$ cat src/rtl/sms_pkg.sv
package sms_pkg;
    typedef enum logic [2:0] {
        SMS_IDLE,
        SMS_HUNT,
        SMS_ARMED,
        SMS_TAIL,
        SMS_DATA
    } sms_state_e;

    // bits expected after the repeated 0 that closes the alternation
    localparam int          SMS_TAIL_W   = 3;
    localparam logic [2:0]  SMS_TAIL_PAT = 3'b100;
endpackage

$ cat src/rtl/sms_run_tracker.sv
module sms_run_tracker #(
    parameter int PRE_MIN = 16
) (
    input  logic clk,
    input  logic rst_n,
    input  logic clr,
    input  logic stb,
    input  logic bit_in,
    output logic brk,
    output logic arm
);
    localparam int            RW      = $clog2(PRE_MIN + 1);
    localparam logic [RW-1:0] RUN_TOP = RW'(PRE_MIN);

    logic          prev_q;
    logic          have_q;
    logic [RW-1:0] run_q;
    logic [RW-1:0] run_d;

    always_comb begin
        brk = stb && have_q && (bit_in == prev_q);
        if (!have_q || (bit_in == prev_q)) begin
            run_d = RW'(1);
        end else if (run_q == RUN_TOP) begin
            run_d = RUN_TOP;
        end else begin
            run_d = run_q + RW'(1);
        end
        arm = stb && (run_d == RUN_TOP);
    end

    always_ff @(posedge clk or negedge rst_n) begin
        if (!rst_n) begin
            prev_q <= 1'b0;
            have_q <= 1'b0;
            run_q  <= '0;
        end else if (clr) begin
            prev_q <= 1'b0;
            have_q <= 1'b0;
            run_q  <= '0;
        end else if (stb) begin
            prev_q <= bit_in;
            have_q <= 1'b1;
            run_q  <= run_d;
        end
    end
endmodule

$ cat src/rtl/sms_tail_check.sv
module sms_tail_check #(
    parameter int               TAIL_W   = 3,
    parameter logic [TAIL_W-1:0] TAIL_PAT = 3'b100
) (
    input  logic clk,
    input  logic rst_n,
    input  logic start,
    input  logic stb,
    input  logic bit_in,
    output logic done,
    output logic good
);
    localparam int            SW = TAIL_W - 1;
    localparam int            CW = $clog2(TAIL_W);
    localparam logic [CW-1:0] CNT_LAST = CW'(TAIL_W - 1);

    logic [SW-1:0] sh_q;
    logic [CW-1:0] cnt_q;
    logic [SW:0]   cat;

    always_comb begin
        cat  = {sh_q, bit_in};
        done = stb && (cnt_q == CNT_LAST);
        good = (cat == TAIL_PAT);
    end

    always_ff @(posedge clk or negedge rst_n) begin
        if (!rst_n) begin
            sh_q  <= '0;
            cnt_q <= '0;
        end else if (start) begin
            cnt_q <= '0;
        end else if (stb) begin
            sh_q  <= cat[SW-1:0];
            cnt_q <= cnt_q + CW'(1);
        end
    end
endmodule

$ cat src/rtl/sms_byte_packer.sv
module sms_byte_packer #(
    parameter int BYTES  = 512,
    parameter int BYTE_W = 8
) (
    input  logic              clk,
    input  logic              rst_n,
    input  logic              start,
    input  logic              stb,
    input  logic              bit_in,
    output logic [BYTE_W-1:0] byte_q,
    output logic              byte_stb_q,
    output logic              last_bit
);
    localparam int            BCW       = $clog2(BYTE_W);
    localparam int            NCW       = $clog2(BYTES);
    localparam logic [BCW-1:0] BIT_LAST = BCW'(BYTE_W - 1);
    localparam logic [NCW-1:0] BYTE_LAST = NCW'(BYTES - 1);

    logic [BYTE_W-2:0] sh_q;
    logic [BYTE_W-1:0] cat;
    logic [BCW-1:0]    bit_cnt_q;
    logic [NCW-1:0]    byte_cnt_q;
    logic              byte_end;

    always_comb begin
        cat      = {sh_q, bit_in};
        byte_end = stb && (bit_cnt_q == BIT_LAST);
        last_bit = byte_end && (byte_cnt_q == BYTE_LAST);
    end

    always_ff @(posedge clk or negedge rst_n) begin
        if (!rst_n) begin
            sh_q       <= '0;
            bit_cnt_q  <= '0;
            byte_cnt_q <= '0;
            byte_q     <= '0;
            byte_stb_q <= 1'b0;
        end else begin
            byte_stb_q <= 1'b0;
            if (start) begin
                bit_cnt_q  <= '0;
                byte_cnt_q <= '0;
            end else if (stb) begin
                sh_q <= cat[BYTE_W-2:0];
                if (byte_end) begin
                    byte_q     <= cat;
                    byte_stb_q <= 1'b1;
                    bit_cnt_q  <= '0;
                    byte_cnt_q <= last_bit ? '0 : byte_cnt_q + NCW'(1);
                end else begin
                    bit_cnt_q <= bit_cnt_q + BCW'(1);
                end
            end
        end
    end
endmodule

$ cat src/rtl/sms_sync_detector.sv
module sms_sync_detector #(
    parameter int PRE_MIN      = 16,
    parameter int SEARCH_BITS  = 64,
    parameter int SECTOR_BYTES = 512,
    parameter int BYTE_W       = 8
) (
    input  logic              clk,
    input  logic              rst_n,
    input  logic              search_en,
    input  logic              bit_in,
    input  logic              bit_valid,
    output logic [BYTE_W-1:0] data_byte,
    output logic              byte_valid,
    output logic              sync_found,
    output logic              sync_err,
    output logic              field_done
);
    import sms_pkg::*;

    localparam int            WW       = $clog2(SEARCH_BITS + 1);
    localparam logic [WW-1:0] WIN_LAST = WW'(SEARCH_BITS - 1);

    sms_state_e    state_q, nxt;
    logic          stb;
    logic          brk, arm;
    logic          tail_done, tail_good;
    logic          last_bit;
    logic          timeout;
    logic          ev_found, ev_err, ev_done;
    logic          trk_clr;
    logic [WW-1:0] win_q;

    assign stb     = bit_valid && search_en;
    assign trk_clr = (state_q == SMS_IDLE) || !search_en || ev_err || ev_done;
    assign timeout = (state_q == SMS_ARMED) && stb && !brk && (win_q == WIN_LAST);

    sms_run_tracker #(.PRE_MIN(PRE_MIN)) u_trk (
        .clk    (clk),
        .rst_n  (rst_n),
        .clr    (trk_clr),
        .stb    (stb),
        .bit_in (bit_in),
        .brk    (brk),
        .arm    (arm)
    );

    sms_tail_check #(.TAIL_W(SMS_TAIL_W), .TAIL_PAT(SMS_TAIL_PAT)) u_tail (
        .clk    (clk),
        .rst_n  (rst_n),
        .start  (state_q != SMS_TAIL),
        .stb    (stb && (state_q == SMS_TAIL)),
        .bit_in (bit_in),
        .done   (tail_done),
        .good   (tail_good)
    );

    sms_byte_packer #(.BYTES(SECTOR_BYTES), .BYTE_W(BYTE_W)) u_pack (
        .clk        (clk),
        .rst_n      (rst_n),
        .start      (state_q != SMS_DATA),
        .stb        (stb && (state_q == SMS_DATA)),
        .bit_in     (bit_in),
        .byte_q     (data_byte),
        .byte_stb_q (byte_valid),
        .last_bit   (last_bit)
    );

    // search window timer, runs only while armed
    always_ff @(posedge clk or negedge rst_n) begin
        if (!rst_n) begin
            win_q <= '0;
        end else if (state_q != SMS_ARMED) begin
            win_q <= '0;
        end else if (stb) begin
            win_q <= win_q + WW'(1);
        end
    end

    always_comb begin
        nxt      = state_q;
        ev_found = 1'b0;
        ev_err   = 1'b0;
        ev_done  = 1'b0;
        if (!search_en) begin
            nxt = SMS_IDLE;
        end else begin
            unique case (state_q)
                SMS_IDLE:  nxt = SMS_HUNT;
                SMS_HUNT:  if (arm) nxt = SMS_ARMED;
                SMS_ARMED: begin
                    if (brk) begin
                        if (bit_in) begin
                            ev_err = 1'b1;
                            nxt    = SMS_HUNT;
                        end else begin
                            nxt = SMS_TAIL;
                        end
                    end else if (timeout) begin
                        ev_err = 1'b1;
                        nxt    = SMS_HUNT;
                    end
                end
                SMS_TAIL: begin
                    if (tail_done) begin
                        if (tail_good) begin
                            ev_found = 1'b1;
                            nxt      = SMS_DATA;
                        end else begin
                            ev_err = 1'b1;
                            nxt    = SMS_HUNT;
                        end
                    end
                end
                SMS_DATA: begin
                    if (last_bit) begin
                        ev_done = 1'b1;
                        nxt     = SMS_HUNT;
                    end
                end
                default:   nxt = SMS_IDLE;
            endcase
        end
    end

    always_ff @(posedge clk or negedge rst_n) begin
        if (!rst_n) state_q <= SMS_IDLE;
        else        state_q <= nxt;
    end

    always_ff @(posedge clk or negedge rst_n) begin
        if (!rst_n) begin
            sync_found <= 1'b0;
            sync_err   <= 1'b0;
            field_done <= 1'b0;
        end else begin
            sync_found <= ev_found;
            sync_err   <= ev_err;
            field_done <= ev_done;
        end
    end
endmodule

$ cat config.mk
export PLATFORM = sky130hd
export DESIGN_NAME = sms_sync_detector
export DESIGN_NICKNAME = d
export VERILOG_FILES = /design/src/rtl/sms_pkg.sv /design/src/rtl/sms_run_tracker.sv /design/src/rtl/sms_tail_check.sv /design/src/rtl/sms_byte_packer.sv /design/src/rtl/sms_sync_detector.sv
export SDC_FILE = /design/constraint.sdc
export NUM_CORES = 1
export LEC_CHECK = 0
export ABC_AREA = 1
export BUFFER_PORTS_ARGS = -buffer_cell sky130_fd_sc_hd__buf_2
export CAP_MARGIN = 10
export CORE_UTILIZATION = 41
export CTS_CLUSTER_SIZE = 28
export DETAILED_ROUTE_END_ITERATION = 7
export GPL_ROUTABILITY_DRIVEN = 0
export GPL_TIMING_DRIVEN = 0
export MAX_ROUTING_LAYER = met4
export PLACE_DENSITY = 0.68
export SYNTH_ARGS = -nofsm -noshare
export SYNTH_HDL_FRONTEND = slang
export SYNTH_SLANG_ARGS = --single-unit
export TNS_END_PERCENT = 30
$ cat constraint.sdc
create_clock -name clk -period 6.6 [get_ports clk]
set_clock_uncertainty 0.2 [all_clocks]
set_input_delay 0.66 -clock clk [delete_from_list [all_inputs] [get_ports clk]]
set_output_delay 0.66 -clock clk [all_outputs]
set_load 0.01 [all_outputs]
**Word level (Yosys, flattened, before mapping)**

Cells that the tools add are included.

- Register bits: 52
- Memories: 0
- Input port bits: 5
- Output and inout port bits: 12
- Bits in latches: 0
- Bits in writable memories: 0
- Word-level logic and storage cells: 116
- Memory bits (read-only): 0

- Add/sub/neg operators: 5
- Reduce and logical (&&, ||, !) cells: 30
- Equality and inequality tests: 19
- Shifts and indexed selects: 0
- Multiply operators: 0
- Mux-type cells: 45
- Bitwise logic cells: 2
- $lt $le $gt $ge: 0
- Divide/modulo/power cells: 0

Operators by type and width:

| cell | count |
|---|---|
| 9-bit two-way mux | 4 |
| 3-bit two-way mux | 10 |
| 1-bit two-way mux | 20 |
| 5-bit two-way mux | 4 |
| 3-bit one-hot mux with 5 select lines | 1 |
| 7-bit two-way mux | 2 |
| 1-bit logical AND | 12 |
| 5-bit equality test (second input constant) | 2 |
| 2-bit nonzero test | 5 |
| 9-bit by 1-bit adder with 9-bit output (second input constant) | 1 |
| 3-bit equality test (second input constant) | 3 |
| 9-bit equality test (second input constant) | 1 |
| 3-bit by 2-bit inequality test with 1-bit output (second input constant) | 3 |
| 3-bit inequality test (second input constant) | 3 |
| 7-bit by 1-bit adder with 7-bit output (second input constant) | 1 |
| 7-bit by 6-bit equality test with 1-bit output (second input constant) | 1 |
| 3-bit by 2-bit equality test with 1-bit output (second input constant) | 2 |
| 2-bit two-way mux | 3 |
| 2-bit AND reduction | 3 |
| 5-bit by 1-bit adder with 5-bit output (second input constant) | 1 |
| 1-bit logical OR | 4 |
| 4-bit inequality test (second input constant) | 1 |
| 4-bit AND reduction | 1 |
| 3-bit by 1-bit adder with 3-bit output (second input constant) | 1 |
| other kinds (9) | 12 |

**Depth between registers and ports, before layout**

Gate-level depths: netlist of the first run.

- Word-level depth: 13
- Mapped depth: 13
- Depth with buffers taken out: 13

**Modules after synthesis**

From an unflattened synthesis of the first run, not the netlist that was laid out.

- Cell total of the unflattened synthesis: 331
- Area, all modules: 2688.8 µm²

Modules (own cells, without submodules):

| module | instances | cells each | sequential area each (µm²) | area each (µm²) |
|---|---|---|---|---|
| sms_byte_packer | 1 | 145 | 700.7 | 1275.0 |
| sms_sync_detector | 1 | 96 | 325.3 | 770.7 |
| sms_run_tracker | 1 | 65 | 175.2 | 446.7 |
| sms_tail_check | 1 | 25 | 100.1 | 196.4 |

**Worst setup path after synthesis of the first run**

OpenSTA, ideal clock, no wires.

- Path kind: register to register
- Start: reg u_pack.byte_cnt_q[0]
- End: reg state_q[1]
- Cell stages (with the launch flop): 14
- Slack: 4406 ps
- Path buffers: 0
- Arrival time: 1876 ps
- Library setup time: 118 ps
- Cells stage by stage: dfrtp_1 ha_1 nand3_1 nor2_1 nand3_1 nor2_1 ha_1 inv_1 o21ai_4 nand2_1 a21oi_2 nand2_2 nand3_1 nand2_1

- Word-level cells in the longest chain between the ends: 4

Ends and longest elaborated chain:

| what | line | text |
|---|---|---|
| start, declared | sms_byte_packer.sv:22 | `logic [NCW-1:0] byte_cnt_q;` |
| start signal, assigned | sms_byte_packer.sv:49 | `byte_cnt_q <= last_bit ? '0 : byte_cnt_q + NCW'(1);` |
| 9-bit equality test | sms_byte_packer.sv:28 | `last_bit = byte_end && (byte_cnt_q == BYTE_LAST);` |
| 1-bit logical AND | sms_byte_packer.sv:28 |  |
| 3-bit by 2-bit inequality test with 1-bit output (no line) | -- |  |
| 4-bit AND reduction (no line) | -- |  |
| end signal, assigned | sms_sync_detector.sv:127 | `else state_q <= nxt;` |
| end, declared | sms_sync_detector.sv:23 | `sms_state_e state_q, nxt;` |

No other way between the ends.
A chain may end at the register's enable or synchronous reset.

**Worst setup path after layout of the first run**

Ends and elaborated chain as after synthesis.

==> impl_results.md, run 1 <==
* Status: completed
* # H-tree levels at 2
* Final wirelength at 4870 um
* Placement Rows at 29
* # clock sinks at 52
* Peak VDD IR at 0.125 mV
* Bufs on Longest Clock Path at 2
* Synthesis warning total at 0
* Fin area at 2980 um^2
* Slew @ Worst Pin at 0.352 ns
* Die Footprint at 6910 um^2
* Commonest non-fill, non-tap cells in the layout: nand2_1, dfrtp_1, inv_1
* Post-DRT Antenna Nets at 0
* Final setup TNS at 0 ns
* Fillers at 612
* Synthesized area at 2700 um^2
* RSZ-0062 raised after global routing: false
* HPWL Detailed at 3490 um
* Post-DR wirelength/cell at 11.7 um
* PwrDens at 220 nW/um^2
* R2r worst-path depth at 13
* Worst hold slack at 0.0352 ns
* Max Fanout on Critical Path at 7
* Clock-pin slew on the worst setup and hold paths at 0.10 ns
* GRT Util Overall at 16.2%
* Largest net degree at the start of global routing at 53
* CORE AREA at 6350 um^2
* Die Ht at 83.2 um
* Setup-failing EPs final at 0
* Syn_area_per_cell at 8.52 um^2
* Setup CP Type: flip-flop to flip-flop
* CTS tree: built
* Crit path DAT at 2.51 ns
* Synth Register Bits at 52
* Main synth FF type: dfrtp_1
* Post-cts sizing count at 0
* Initial Utilization at 42.5%
* Nets at 352
* Period utilisation layout at 37.9%
* HP Class: input pin to async pin
* Synthesized Nets at 330
* DP Area at 2870 um^2
* Crit path capture type: flip-flop
* Max Slew Vio Count at 0
* Asr flop ratio synth at 100%
* Antenna violations before repair at 0
* Antenna Cells at 0
* Synth cell types at 35
* Grt ovf at 0
* Commonest non-fill, non-tap cell in the layout: nand2_1
* IO Port Bufs at 14
* Root Driver: clkbuf_8
* Hold Violations, Final at 0
* EDFF count, synth at 0
* CP Data Required Time at 6.61 ns
* Vias in the first global route at 1985
* Synth Instances at 317
* Worst skew pair latency at 0.31 ns
* Fraction of layout cells with a size suffix above 1 at 16.8%
* CP startpoint kind: flip-flop
* DRC Markers at 0
* Max-slew headroom at 76.3%
* FF-to-FF setup slack at 4.10 ns
* CTS Hold Bufs at 0
* R2r endpoint: state_q[1]
* Avg Vias per Cell at 4.94
* Static Leak at 1.52 nW
* CTS buffer count at 5
* Initial DRC Count at 115
* Setup bufs post-CTS at 0
* Max Clk Rate at 400 MHz
* Vias at 2062
* Chip Width at 83.2 um
* First-pass GRT wire length at 8910 um
* Sequential share of the synthesized area at 48.2%
* Min cycle time layout at 2.50 ns
* Origin of the critical flop-to-flop path: u_pack.byte_cnt_q[0]
* Max-cap viol count at 0
* Ports at 17
* First-pass DRT Iterations at 5
* P&R area growth vs syn at 10.3%
==> critical path: stages, from the launching register on <==
cell	delay [ns]
dfrtp_1	0.40
ha_1	0.21
nand3_1	0.10
nor2_1	0.19
nand3_1	0.12
nor2_1	0.10
ha_1	0.14
inv_1	0.13
o21ai_4	0.29
nand2_1	0.10
a21oi_2	0.19
nand2_2	0.09
nand3_1	0.07
nand2_1	0.06
==> registers in the layout, indices dropped and copies added, names as in the netlist <==
| register | flops |
|---|---|
| u_tail.sh_q | 2 |
| u_trk.prev_q | 1 |
| u_pack.byte_q | 8 |
| u_trk.have_q | 1 |
| u_pack.byte_stb_q | 1 |
| field_done | 1 |
| win_q | 7 |
| u_trk.run_q | 5 |
| u_tail.cnt_q | 2 |
| u_pack.sh_q | 7 |
| state_q | 3 |
| u_pack.bit_cnt_q | 3 |
| u_pack.byte_cnt_q | 9 |
| sync_found | 1 |
| sync_err | 1 |
==> synthesized netlist by cell type (2+ instances only) <==
library cell / number / area (um^2)
nor2_2: 3 / 18.8
nand3_2: 2 / 20.0
nor2_4: 3 / 33.8
buf_4: 3 / 22.5
nor2_8: 3 / 60.1
nand2_4: 2 / 22.5
a21oi_2: 2 / 17.5
inv_1: 34 / 128
nand2_2: 4 / 25.0
inv_2: 6 / 22.5
o21ai_0: 23 / 115
o21ai_1: 6 / 30.0
o21a_1: 2 / 15.0
nand3_1: 20 / 100
nand2_1: 73 / 274
nor2_1: 30 / 113
nand4_1: 14 / 87.6
nor3_1: 3 / 15.0
dfrtp_1: 52 / 1300
ha_1: 8 / 100
a21oi_1: 9 / 45.0
a22o_1: 2 / 17.5
==> metrics by stage <==
step | cells | power, W | setup slack [ns] | util [%]
after floorplan | 317 | 0.000446 | 4.41 | -
after global placement | 408 | 0.000469 | 4.14 | 45.1
after detailed placement | 408 | 0.000473 | 4.12 | 45.1
after CTS | 416 | 0.000663 | 4.09 | 46.6
after global routing | 417 | 0.000691 | 3.86 | 46.9
final | 417 | 0.000656 | 4.10 | 46.9
==> metal layers <==
| metal | track usage [%] | up-vias | wire, um |
|---|---|---|---|
| li1 | - | 1075 | - |
| met1 | 20.5 | 951 | 2440 |
| met2 | 26.1 | 28 | 2220 |
| met3 | 2.88 | 8 | 131 |
| met4 | 5.64 | 0 | 72 |
| met5 | - | - | 0 |
==> layout make-up <==
class	count	area, um^2	area share, %
multi-input cells	217	1190	40.0
clock buffers	5	68.8	2.31
flip-flops and latches	52	1300	43.7
inverters	42	165	5.55
well taps	77	96.3	3.24
plain buffers	6	42.5	1.43
clock inverters	3	22.5	0.756
repair buffers	15	90.1	3.03
==> report_power, final <==
group          internal, W  total, W  switching [W]  leakage [nW]
combinational    0.0000390  0.000117      0.0000782         0.752
clock            0.0000762  0.000188       0.000112        0.0485
sequential        0.000335  0.000351      0.0000158         0.719
==> kinds of logic after synthesis <==
logic type      share of synthesized area, %
flops                                   48.2
buf+inv                                 7.69
simple gates                            29.7
xor+xnor                               0.324
fa+ha+maj                               3.71
compound gates                          10.3
==> how the worst max path moves through the flow <==
stage / slack (ns) / from / depth (start not counted) / to
after floorplan: 4.41 / u_pack.byte_cnt_q[0] / 13 / state_q[1]
after CTS: 4.09 / u_pack.byte_cnt_q[0] / 13 / state_q[1]
after global routing: 3.86 / u_pack.byte_cnt_q[0] / 13 / state_q[1]
after detailed placement: 4.12 / u_pack.byte_cnt_q[0] / 13 / state_q[1]
after global placement: 4.14 / u_pack.byte_cnt_q[0] / 13 / state_q[1]
final: 4.10 / u_pack.byte_cnt_q[0] / 13 / state_q[1]
No activity file was read; power rests on OpenSTA's default activity.
==> run 2, diff against run 1 <==
clock period = 2.5 ns   (was 6.6 ns; I/O delays follow)
==> impl_results.md, run 2 (synthesis gave the netlist of run 1 again) <==
* Min cycle time layout at 2.34 ns (-0.166 ns)
* Top delay family on crit path: simple AND/OR/NAND/NOR gates
* Crit path launch: u_pack.byte_cnt_q[0]
* Initial Utilization at 42.5% (unchanged)
* # clock sinks at 52 (unchanged)
* HP Class: input pin to flip-flop
* CTS buffer count at 5 (unchanged)
* CP startpoint kind: flip-flop
* R2r worst-path depth at 12 (-1)
* Root Driver: clkbuf_8
* Crit path buf inv count at 3 (+2)
* Antenna Cells at 0 (unchanged)
* Final wirelength at 4910 um (+0.76%)
* Setup CP Type: flip-flop to flip-flop
* Nets at 355 (+0.85%)
* Period utilisation layout at 93.5% (+56 points)
* Die Footprint at 6910 um^2 (unchanged)
* HPWL Detailed at 3490 um (unchanged)
* FF-to-FF setup slack at 0.16 ns (-3.93 ns)
* Commonest non-fill, non-tap cells in the layout: nand2_1, dfrtp_1, inv_1
* Cells along the critical path: ha_2, nand3_1, nor2_2, nand3_1, nor2_1, ha_1, inv_2, o21ai_4, buf_4, buf_4, nor2_1, a22o_1
* Max-slew headroom at 76.3% (unchanged)
* Fraction of layout cells with a size suffix above 1 at 18.1% (+1.3 points)
* P&R area growth vs syn at 11.4%
* Bufs on Longest Clock Path at 2 (unchanged)
* Avg Vias per Cell at 4.92 (-0.47%)
* Final setup TNS at 0 ns (unchanged)
* Setup-failing EPs final at 0 (unchanged)
* Grt ovf at 0 (unchanged)
* DRC Markers at 0 (unchanged)
* First-pass DRT Iterations at 4 (-1)
* Slowest CP cell: dfrtp_1
* Layout Utilization at 47.4% (+0.47 points)
* Origin of the critical flop-to-flop path: u_pack.byte_cnt_q[0]
* Clock-pin slew on the worst setup and hold paths at 0.10 ns (about the same)
* Crit path capture type: flip-flop
* Fillers at 608 (-0.65%)
* First-pass GRT wire length at 8890 um (-0.15%)
* PwrDens at 576 nW/um^2 (+160%)
* Hold Violations, Final at 0 (unchanged)
* CP peak stage delay at 0.40 ns (about the same)
* Initial DRC Count at 117 (+1.7%)
* R2r endpoint: u_pack.byte_cnt_q[1]
* Status: completed
* Vias at 2067 (+0.24%)
* Max reg flops at 9 (unchanged)
* Critical path depth in cells at 12 (-1)
* Commonest non-fill, non-tap cell in the layout: nand2_1
* Max Clk Rate at 428 MHz (+7.1%)
* CTS tree: built
* Worst setup endpoint: u_pack.byte_cnt_q[1]
* Chip Width at 83.2 um (unchanged)
* CORE AREA at 6350 um^2 (unchanged)
* Slew @ Worst Pin at 0.352 ns (unchanged)
* GRT Util Overall at 16.1% (-0.022 points)
* Die Ht at 83.2 um (unchanged)
* Post-DRT Antenna Nets at 0 (unchanged)
* Reg with most FFs: u_pack.byte_cnt_q
* Ports at 17 (unchanged)
* Antenna violations before repair at 0 (unchanged)
* Peak VDD IR at 0.331 mV (+160%)
* CP Data Required Time at 2.51 ns (-4.10 ns)
* Largest net degree at the start of global routing at 53 (unchanged)
* Vias in the first global route at 1987 (+0.10%)
* Post-DR wirelength/cell at 11.7 um (about the same)
* Max Fanout on Critical Path at 4 (-3)
* Max Slew Vio Count at 0 (unchanged)
* Crit path DAT at 2.34 ns (-0.17 ns)
* Largest regs: u_pack.byte_cnt_q x9, u_pack.byte_q x8
* Static Leak at 1.53 nW (+0.63%)
* Placement Rows at 29 (unchanged)
* # H-tree levels at 2 (unchanged)
* IO Port Bufs at 14 (unchanged)
* Max-cap viol count at 0 (unchanged)
* Worst skew pair latency at 0.31 ns (about the same)
[run 2: cell type report]
type	instances	area [um^2]	share of cell area [%]
Multi-Input combinational cell	217	1200	39.8
Buffer	6	42.5	1.41
Clock inverter	3	22.5	0.749
Timing Repair Buffer	18	115	3.83
Sequential cell	52	1300	43.3
Clock buffer	5	68.8	2.29
Tap cell	77	96.3	3.20
Inverter	42	165	5.49
[run 2: what timing repair did]
action	in CTS	in global routing
cloned	0	0
pin swaps	1	2
gates resized for setup	0	3
endpoints found under the setup margin	2	4
hold buffers	1	0
buffers inserted	0	2
hold endpoints to repair	9	0
[run 2: worst reg2reg max path, delay by kind of cell, from the launching register on]
family | cells | cell delay [ns]
simple gates | 5 | 0.54
flops | 1 | 0.40
fa+ha+maj | 2 | 0.37
compound gates | 2 | 0.36
buf+inv | 3 | 0.35
[run 2: worst min path at each step]
| stage | start | endpoint | slack (ns) | depth (start not counted) |
|---|---|---|---|---|
| 4_1_cts | bit_in | u_tail.sh_q[0] | 0.01 | 3 |
| 2_1_floorplan | rst_n | field_done | -0.25 | 0 |
| 3_5_place_dp | u_pack.byte_q[0] | u_pack.byte_q[0] | 0.27 | 2 |
| 6_report | bit_in | u_tail.sh_q[0] | 0.02 | 3 |
| 5_1_grt | search_en | sync_found | 0.05 | 3 |
| 3_3_place_gp | u_pack.byte_q[7] | u_pack.byte_q[7] | 0.26 | 2 |
[run 2: power by group]
part	internal, W	total [W]	switching, W
Sequential	0.000885	0.000927	0.0000419
Clock	0.000201	0.000496	0.000295
Combinational	0.000104	0.000311	0.000206
[run 2: metal layers]
layer  up-vias  GRT usage, %  share of wire (%)
met4         0          5.64                1.5
met5         -             -                  0
met2        27          26.1                 46
met3         8          2.88                2.3
li1       1083             -                  -
met1       949          20.5                 50
[run 2: through the flow]
stage	instance area, um^2	setup WS, ns	power (W)	cells	hold WS, ns
2_1_floorplan	2700	0.306	0.00118	317	-0.246
3_3_place_gp	2870	0.0410	0.00124	408	0.258
3_5_place_dp	2870	0.0190	0.00125	408	0.270
4_1_cts	2970	0.0145	0.00175	417	0.0122
5_1_grt	3010	-0.00925	0.00183	420	0.0488
6_report	3010	0.164	0.00173	420	0.0183
